$ cat config.mk
export PLATFORM = sky130hd
export DESIGN_NAME = link_slot_arbiter
export DESIGN_NICKNAME = d
export VERILOG_FILES = /design/src/rtl/link_slot_pkg.sv /design/src/rtl/slot_timer.sv /design/src/rtl/sync_burst.sv /design/src/rtl/fixed_prio.sv /design/src/rtl/char_shifter.sv /design/src/rtl/link_slot_arbiter.sv
export SDC_FILE = /design/constraint.sdc
export NUM_CORES = 1
export LEC_CHECK = 0
export BUFFER_PORTS_ARGS = -buffer_cell sky130_fd_sc_hd__buf_2
export CAP_MARGIN = 20
export CORE_UTILIZATION = 25
export DETAILED_ROUTE_END_ITERATION = 8
export PLACE_DENSITY = 0.56
export RECOVER_POWER = 50
export SLEW_MARGIN = 20
export SYNTH_ARGS = -nofsm -noshare
export SYNTH_HDL_FRONTEND = slang
export SYNTH_SLANG_ARGS = --single-unit
$ cat constraint.sdc
create_clock -name clk -period 1.94 [get_ports clk]
set_input_delay 0.388 -clock clk [delete_from_list [all_inputs] [get_ports clk]]
set_output_delay 0.388 -clock clk [all_outputs]
set_load 0.05 [all_outputs]
$ cat src/rtl/link_slot_pkg.sv
package link_slot_pkg;
  localparam int          CHAR_W  = 8;
  localparam logic [7:0]  K_COMMA = 8'hBC;  // K28.5
  localparam logic [7:0]  K_TAIL  = 8'hFB;  // K27.7
  localparam int          NSRC    = 5;      // tp, kw, st, fr, dt
endpackage

$ cat src/rtl/slot_timer.sv
module slot_timer #(
  parameter int CHARS = 6
) (
  input  logic clk,
  input  logic rst_n,
  output logic slot_last,
  output logic slot_first
);
  localparam int CW = (CHARS > 1) ? $clog2(CHARS) : 1;
  localparam logic [CW-1:0] LAST = CW'(CHARS - 1);

  logic [CW-1:0] pos;

  always_ff @(posedge clk or negedge rst_n) begin
    if (!rst_n)            pos <= LAST;
    else if (pos == LAST)  pos <= '0;
    else                   pos <= pos + 1'b1;
  end

  assign slot_last  = (pos == LAST);
  assign slot_first = (pos == '0) && rst_n;

  // position wraps after CHARS cycles
  p_slot_wrap_r1: assert property (@(posedge clk) disable iff (!rst_n)
    (pos == LAST) |=> (pos == '0));
  p_slot_step_r1: assert property (@(posedge clk) disable iff (!rst_n)
    (pos != LAST) |=> (pos == $past(pos) + 1'b1));
endmodule

$ cat src/rtl/sync_burst.sv
module sync_burst #(
  parameter int LEN = 65536
) (
  input  logic clk,
  input  logic rst_n,
  input  logic restart,
  input  logic step,
  output logic active
);
  localparam int BW = $clog2(LEN + 1);
  localparam logic [BW-1:0] FULL = BW'(LEN);

  logic [BW-1:0] left;

  always_ff @(posedge clk or negedge rst_n) begin
    if (!rst_n)                 left <= FULL;
    else if (restart)           left <= FULL;
    else if (step && active)    left <= left - 1'b1;
  end

  assign active = (left != '0);

  // a restart reloads the full burst length
  p_restart_reload_r4: assert property (@(posedge clk) disable iff (!rst_n)
    restart |=> (left == FULL));
endmodule

$ cat src/rtl/fixed_prio.sv
module fixed_prio #(
  parameter int N = 5
) (
  input  logic         en,
  input  logic [N-1:0] req,
  output logic [N-1:0] gnt
);
  logic [N:0] blocked;

  assign blocked[0] = 1'b0;
  for (genvar i = 0; i < N; i++) begin : g_rank
    assign blocked[i+1] = blocked[i] | req[i];
    assign gnt[i]       = en & req[i] & ~blocked[i];
  end

  // never more than one winner
  always_comb begin
    p_single_winner_r6: assert ($onehot0(gnt));
  end
endmodule

$ cat src/rtl/char_shifter.sv
module char_shifter
  import link_slot_pkg::*;
#(
  parameter int CHARS = 6
) (
  input  logic                      clk,
  input  logic                      rst_n,
  input  logic                      load,
  input  logic [CHARS*CHAR_W-1:0]   word_in,
  input  logic [CHARS-1:0]          kmask_in,
  output logic [CHAR_W-1:0]         char_out,
  output logic                      k_out
);
  localparam int W = CHARS * CHAR_W;

  function automatic logic [W-1:0] sync_word();
    logic [W-1:0] w;
    for (int i = 0; i < CHARS; i++)
      w[i*CHAR_W +: CHAR_W] = (i == 0) ? K_TAIL : K_COMMA;
    return w;
  endfunction

  logic [W-1:0]     sh;
  logic [CHARS-1:0] km;

  always_ff @(posedge clk or negedge rst_n) begin
    if (!rst_n) begin
      sh <= sync_word();
      km <= '1;
    end else if (load) begin
      sh <= word_in;
      km <= kmask_in;
    end else begin
      sh <= sh << CHAR_W;
      km <= km << 1;
    end
  end

  assign char_out = sh[W-1 -: CHAR_W];
  assign k_out    = km[CHARS-1];
endmodule

$ cat src/rtl/link_slot_arbiter.sv
module link_slot_arbiter
  import link_slot_pkg::*;
#(
  parameter int CHARS          = 6,
  parameter int SYNC_BURST_LEN = 65536
) (
  input  logic                    clk,
  input  logic                    rst_n,
  input  logic                    restart_burst,
  input  logic                    sync_hold,
  input  logic                    tp_valid,
  input  logic [CHARS*8-1:0]      tp_word,
  input  logic [CHARS-1:0]        tp_kmask,
  input  logic                    kw_valid,
  input  logic [CHARS*8-1:0]      kw_word,
  input  logic [CHARS-1:0]        kw_kmask,
  input  logic                    st_valid,
  input  logic [CHARS*8-1:0]      st_word,
  input  logic                    fr_valid,
  input  logic [CHARS*8-1:0]      fr_word,
  input  logic                    dt_valid,
  input  logic [CHARS*8-1:0]      dt_word,
  output logic                    tp_grant,
  output logic                    kw_grant,
  output logic                    st_grant,
  output logic                    fr_grant,
  output logic                    dt_grant,
  output logic [7:0]              tx_char,
  output logic                    tx_k,
  output logic                    tx_first
);
  localparam int W = CHARS * CHAR_W;

  logic            slot_last;
  logic            burst_on;
  logic            sync_now;
  logic [NSRC-1:0] req, gnt;
  logic [W-1:0]     src_word [NSRC];
  logic [CHARS-1:0] src_km   [NSRC];
  logic [W-1:0]     nxt_word;
  logic [CHARS-1:0] nxt_km;

  slot_timer #(.CHARS(CHARS)) u_timer (
    .clk(clk), .rst_n(rst_n), .slot_last(slot_last), .slot_first(tx_first)
  );

  sync_burst #(.LEN(SYNC_BURST_LEN)) u_burst (
    .clk(clk), .rst_n(rst_n), .restart(restart_burst),
    .step(slot_last), .active(burst_on)
  );

  assign sync_now = burst_on | sync_hold;
  assign req      = {dt_valid, fr_valid, st_valid, kw_valid, tp_valid};

  fixed_prio #(.N(NSRC)) u_prio (
    .en(slot_last & ~sync_now), .req(req), .gnt(gnt)
  );

  assign src_word[0] = tp_word;  assign src_km[0] = tp_kmask;
  assign src_word[1] = kw_word;  assign src_km[1] = kw_kmask;
  assign src_word[2] = st_word;  assign src_km[2] = '0;
  assign src_word[3] = fr_word;  assign src_km[3] = '0;
  assign src_word[4] = dt_word;  assign src_km[4] = '0;

  always_comb begin
    for (int i = 0; i < CHARS; i++)
      nxt_word[i*CHAR_W +: CHAR_W] = (i == 0) ? K_TAIL : K_COMMA;
    nxt_km = '1;
    for (int s = 0; s < NSRC; s++) begin
      if (gnt[s]) begin
        nxt_word = src_word[s];
        nxt_km   = src_km[s];
      end
    end
  end

  char_shifter #(.CHARS(CHARS)) u_shift (
    .clk(clk), .rst_n(rst_n), .load(slot_last),
    .word_in(nxt_word), .kmask_in(nxt_km),
    .char_out(tx_char), .k_out(tx_k)
  );

  assign {dt_grant, fr_grant, st_grant, kw_grant, tp_grant} = gnt;

  // a grant is followed by the first character of a new slot
  p_grant_then_first_r7: assert property (@(posedge clk) disable iff (!rst_n)
    (|gnt) |=> tx_first);
  // grants last one cycle
  p_grant_single_cycle_r7: assert property (@(posedge clk) disable iff (!rst_n)
    (|gnt) |=> !(|gnt));
  // hold at a slot end yields a sync character next
  p_hold_gives_sync_r5: assert property (@(posedge clk) disable iff (!rst_n)
    (slot_last && sync_hold) |=> (tx_char == K_COMMA && tx_k && tx_first));
endmodule

Yosys cells after proc, flatten, opt, wreduce, memory -nomap -nowiden
Index checks and enable logic that the tools add are counted.
W data, S select, Z words.
{"block": "op_classes", "reduce_logical": 5, "bitwise_logic": 19, "add_sub_neg": 2, "n_mux": 15, "n_eq_ne": 1}
{"operator": "$mux W48", "count": 6}
{"operator": "$mux W6", "count": 6}
{"operator": "$mux W17", "count": 2}
{"operator": "$reduce_bool A17 Y1", "count": 1}
{"operator": "$sub A17 B1 Y17 const B", "count": 1}
{"operator": "$and A1 B1 Y1", "count": 10}
{"operator": "$not A1 Y1", "count": 5}
{"operator": "$or A1 B1 Y1", "count": 4}
{"operator": "$add A3 B1 Y3 const B", "count": 1}
{"operator": "$eq A3 B3 Y1 const B", "count": 1}
{"operator": "$logic_not A3 Y1", "count": 1}
{"operator": "$mux W3", "count": 1}
{"operator": "$logic_and A1 B1 Y1", "count": 2}
{"operator": "$reduce_bool A2 Y1", "count": 1}
{"block": "word_totals", "wordCells": 46, "regBits": 74, "input_bits": 261}

Longest topological paths before layout
{"block": "depth", "depth_word": 11, "mapped_depth": 7, "depth_no_buf": 6}

Modules after synthesis
From an unflattened synthesis, not the netlist that was laid out.
{"block": "unflattened", "cells_unflattened": 500, "area_unflattened_um2": 5460.2}
{"module": "char_shifter", "cells_each": 122, "area_per_inst_um2": 2278.4, "instances": 1, "seq_area_each_um2": 1398.8}
{"module": "link_slot_arbiter", "cells_each": 255, "area_per_inst_um2": 1948.1, "instances": 1, "seq_area_each_um2": 0.0}
{"module": "sync_burst", "cells_each": 104, "area_per_inst_um2": 1021.0, "instances": 1, "seq_area_each_um2": 426.7}
{"module": "slot_timer", "cells_each": 11, "area_per_inst_um2": 133.9, "instances": 1, "seq_area_each_um2": 77.6}
{"module": "fixed_prio", "cells_each": 8, "area_per_inst_um2": 78.8, "instances": 1, "seq_area_each_um2": 0.0}

Least setup slack after synthesis
No wires, ideal clock.
{"block": "synth_timing", "kind": "in2out", "start": "input st_valid", "end": "output dt_grant", "cell_stages": 5, "arrival_time_ps": 2566, "slack_ps": -1014, "path_cell_list": "nor3b_1 -> clkbuf_1 -> buf_2 -> nand3_1 -> nor3_1"}
{"block": "synth_via", "elab_chain_len": 4}
{"item": "start: declaration", "line_no": "link_slot_arbiter.sv:17", "source": "input logic st_valid,"}
{"item": "$or A1 B1 Y1 (2 in series)", "line_no": "fixed_prio.sv:12", "source": "assign blocked[i+1] = blocked[i] | req[i];"}
{"item": "$not A1 Y1", "line_no": "fixed_prio.sv:13", "source": "assign gnt[i] = en & req[i] & ~blocked[i];"}
{"item": "$and A1 B1 Y1", "line_no": "fixed_prio.sv:13"}
{"item": "end: declaration", "line_no": "link_slot_arbiter.sv:27", "source": "output logic dt_grant,"}
Every way passes these cells.

Worst setup path after layout
{"block": "layout_timing", "start": "register u_burst.left[10]", "end": "output fr_grant"}
{"block": "layout_via", "elab_chain_len": 6}
{"item": "start: declaration", "line_no": "sync_burst.sv:13", "source": "logic [BW-1:0] left;"}
{"item": "start signal: assignment", "line_no": "sync_burst.sv:18", "source": "else if (step && active) left <= left - 1'b1;"}
{"item": "$reduce_bool A17 Y1", "line_no": "sync_burst.sv:21", "source": "assign active = (left != '0);"}
{"item": "$or A1 B1 Y1", "line_no": "link_slot_arbiter.sv:52", "source": "assign sync_now = burst_on | sync_hold;"}
{"item": "$not A1 Y1", "line_no": "link_slot_arbiter.sv:56", "source": ".en(slot_last & ~sync_now), .req(req), .gnt(gnt)"}
{"item": "$and A1 B1 Y1", "line_no": "link_slot_arbiter.sv:56"}
{"item": "$and A1 B1 Y1 (2 in series)", "line_no": "fixed_prio.sv:13"}
{"item": "end: declaration", "line_no": "link_slot_arbiter.sv:26", "source": "output logic fr_grant,"}
Every way passes these cells.

==> flow_summary.yaml <==
synth:
  synthCells: 598
  synth_area_leaders: "dfstp_2 (21%), dfrtp_1 (16%), a21oi_1 (6.4%), o22ai_1 (5.3%), o221ai_1 (5.2%)"
  synth.cell_area_sq_um: 5080
  synth-seq-cells: 74
  async_flop_share: 1.00
  synthFlopType: "dfstp_2"
  synth_area_per_cell_sq_um: 8.49
  yosysSeqAreaShare: 0.375
  ys_types: 54
  synth_top_cell_area_share: 0.212
  synth_top_area_cell: "dfstp_2"
  yosys_warnings: 0
  synth-edff-count: 0
  syn_nets: 861
route:
  dr.pass1.iters: 5
  wl_mm: 20.4
  drtIter0Drc: 245
  post_drt_via_cell_ratio: 5.10
  ant_nets: 0
  avgRoutedWirePerCell_um: 17.6
  dr_total_vias: 5904
  drc_errors: 0
hold_path:
  worstHoldStart: "fr_word[35]"
  hold_end: "u_shift.sh[35]"
  hold_path_depth: 3
  hold_path.class: "in2reg"
grt:
  grt_pass1_wl_mm: 30.0
  grt_max_degree: 75
  antenna_found_initial: 0
  gr-usage-all-layers: 0.192
  grt_pass1_vias: 5611
  grt-ovfl-total: 0
clocking:
  htree_levels: 3
  cts.sinks: 74
  ctsRootBufferMaster: "clkbuf_16"
  cts_buffer_depth: 2
  numCtsBuffers: 9
  path_clk_slew_ns: 0.06
  insertion_delay_ns: 0.34
  cts_tree: "done"
  cts_hold_buf: 0
placed_design:
  port_buffers: 275
  place_hpwl_mm: 15.3
  dpl_cell_area_sq_um: 7190
  gp_congestion: 0.816
  pre_cts_slack_ns: -0.337
pwr:
  irDropWorstVdd_mv: 0.311
  leakagePower_nw: 3.34
  total_power_mw: 4.14
  power_density_nw_per_um2: 543
timing:
  slew_headroom: -0.250
  min_period_ns: 2.42
  max_freq_mhz: 413
  tightest_slew_ns: 1.87
  fin_hold_ws_ns: 0.349
  min_period_over_period: 1.25
  final-hold-violation-count: 0
  skew_ns: 0.00835
  slew_viol_final: 75
  rsz0062_at_grt: "true"
  setup_viol: 35
  setup_slack_ns: -0.480
cells_and_area:
  area_delta_synth_final_pct: 50.2
  drive_gt1_frac: 0.488
  num-nets-final: 1151
  final_area_sq_um: 7630
  finish.utilization: 0.388
  nFillCells: 2083
  antenna_cells: 0
floorplan:
  pin_count: 276
  die_width_um: 145
  core_sq_um: 19700
  fp-row-count: 51
  initial_core_util: 0.258
  die_height_um: 145
  die_area_sq_um: 20900
worst_setup_path:
  r2r_end: "u_shift.sh[27]"
  path_class: "reg2out"
  critPathMaxFanout: 4
  r2r_slack_ns: -0.26
  end_kind: "output pin"
  arrival_ns: 2.03
  r2r-start: "u_burst.left[10]"
  crit_path_start_kind: "flip-flop"
  rr_worst_depth: 9
  critPathRequiredTime_ns: 1.55
run_status:
  status: "finished, violations left"
  violations: "capacitance limit, slew limit, setup timing"
run:
  maxCapViolCount: 1
## worst max path at each step
stage / startpoint / to / slack [ns] / depth (start not counted)
floorplan: u_burst.left[10] / fr_grant / -0.27 / 5
global placement: u_burst.left[0] / fr_grant / -0.29 / 8
detailed placement: u_burst.left[1] / fr_grant / -0.34 / 8
CTS: u_burst.left[8] / kw_grant / -0.48 / 6
global route: u_burst.left[10] / fr_grant / -0.58 / 6
finish: u_burst.left[10] / fr_grant / -0.48 / 6
## cells in the mapped netlist (14+ instances only)
master     count
a21oi_1       65
o2bb2ai_1     30
nand4_1       27
dfstp_2       41
o22ai_1       43
dfrtp_1       33
nand3b_1      17
nor2_1        14
clkbuf_1      56
nand2_1       56
o21ai_0       14
a31oi_1       16
or3_1         14
nor3_1        27
o221ai_1      30
a22o_1        14
## cell families (layout without fill, tap and decap cells)
family | Yosys count | count (layout) | synth area share
AO/OA/AOI/OAI | 242 | 242 | 0.331
adder cells (fa/ha/maj) | 2 | 2 | 0.00493
buffers and inverters | 86 | 381 | 0.0712
flip-flops | 74 | 74 | 0.375
multiplexers | 3 | 3 | 0.00641
AND/OR/NAND/NOR | 191 | 191 | 0.211
## what timing repair did
action,CTS,global route
endpoints found under the setup margin,27,45
pin swaps,3,2
setup buffers,1,3
cloned,0,3
gates resized for setup,17,10
## per-stage QoR
step / TNS, ns / instances
after global placement: -2.51 / 1136
after CTS: -3.23 / 1152
final: -8.01 / 1158
after global routing: -22.10 / 1158
after floorplan: -1.17 / 598
after detailed placement: -2.83 / 1136
## critical path, stage by stage, from the launching register on
cell and delay, ns:
dfrtp_1 0.42, nor4_4 0.36, nand4b_4 0.14, or3_4 0.39, buf_6 0.15, nor2_4 0.08
buf_8 0.15
## layout by cell type, fill, tap and decap left out, types with 6 or more instances in the layout
cell type  instances
nand4_1           27
or3_1             13
nand2_1           55
o22ai_1           43
clkbuf_16         12
buf_6              6
nand3b_1          17
nor3_1            26
buf_4             64
inv_1             11
dfstp_2           41
a22o_1            14
o221ai_1          30
a31oi_1           16
nor2_1            11
o21ai_0           14
a2bb2oi_1          7
a21oi_1           63
dfrtp_1           33
buf_2            269
o2bb2ai_1         30
## where the power goes
part	internal (mW)	switching, mW
combinational	0.457	0.473
sequential	1.58	0.0227
clock	0.968	0.642
## layout make-up
type / instances / area, sq um / share of cell area
inverter: 12 / 45.0 / 0.00590
tap: 265 / 332 / 0.0435
sequential: 74 / 1900 / 0.249
timing repair buffer: 353 / 2140 / 0.280
multi-input combinational: 438 / 2930 / 0.384
clock inverter: 2 / 10.0 / 0.00131
clock buffer: 14 / 274 / 0.0359
## registers in the layout (all words and copies together), names as in the netlist
signal,flops
u_timer.pos,3
u_shift.sh,48
u_burst.left,17
u_shift.km,6
## routing by layer
metal	global-route usage	routed length [um]
met1	0.242	8800
met2	0.334	10500
met3	0.0411	818
met4	0.0388	248
met5	0	0
Note: power is estimated with default switching activity, not from simulation.
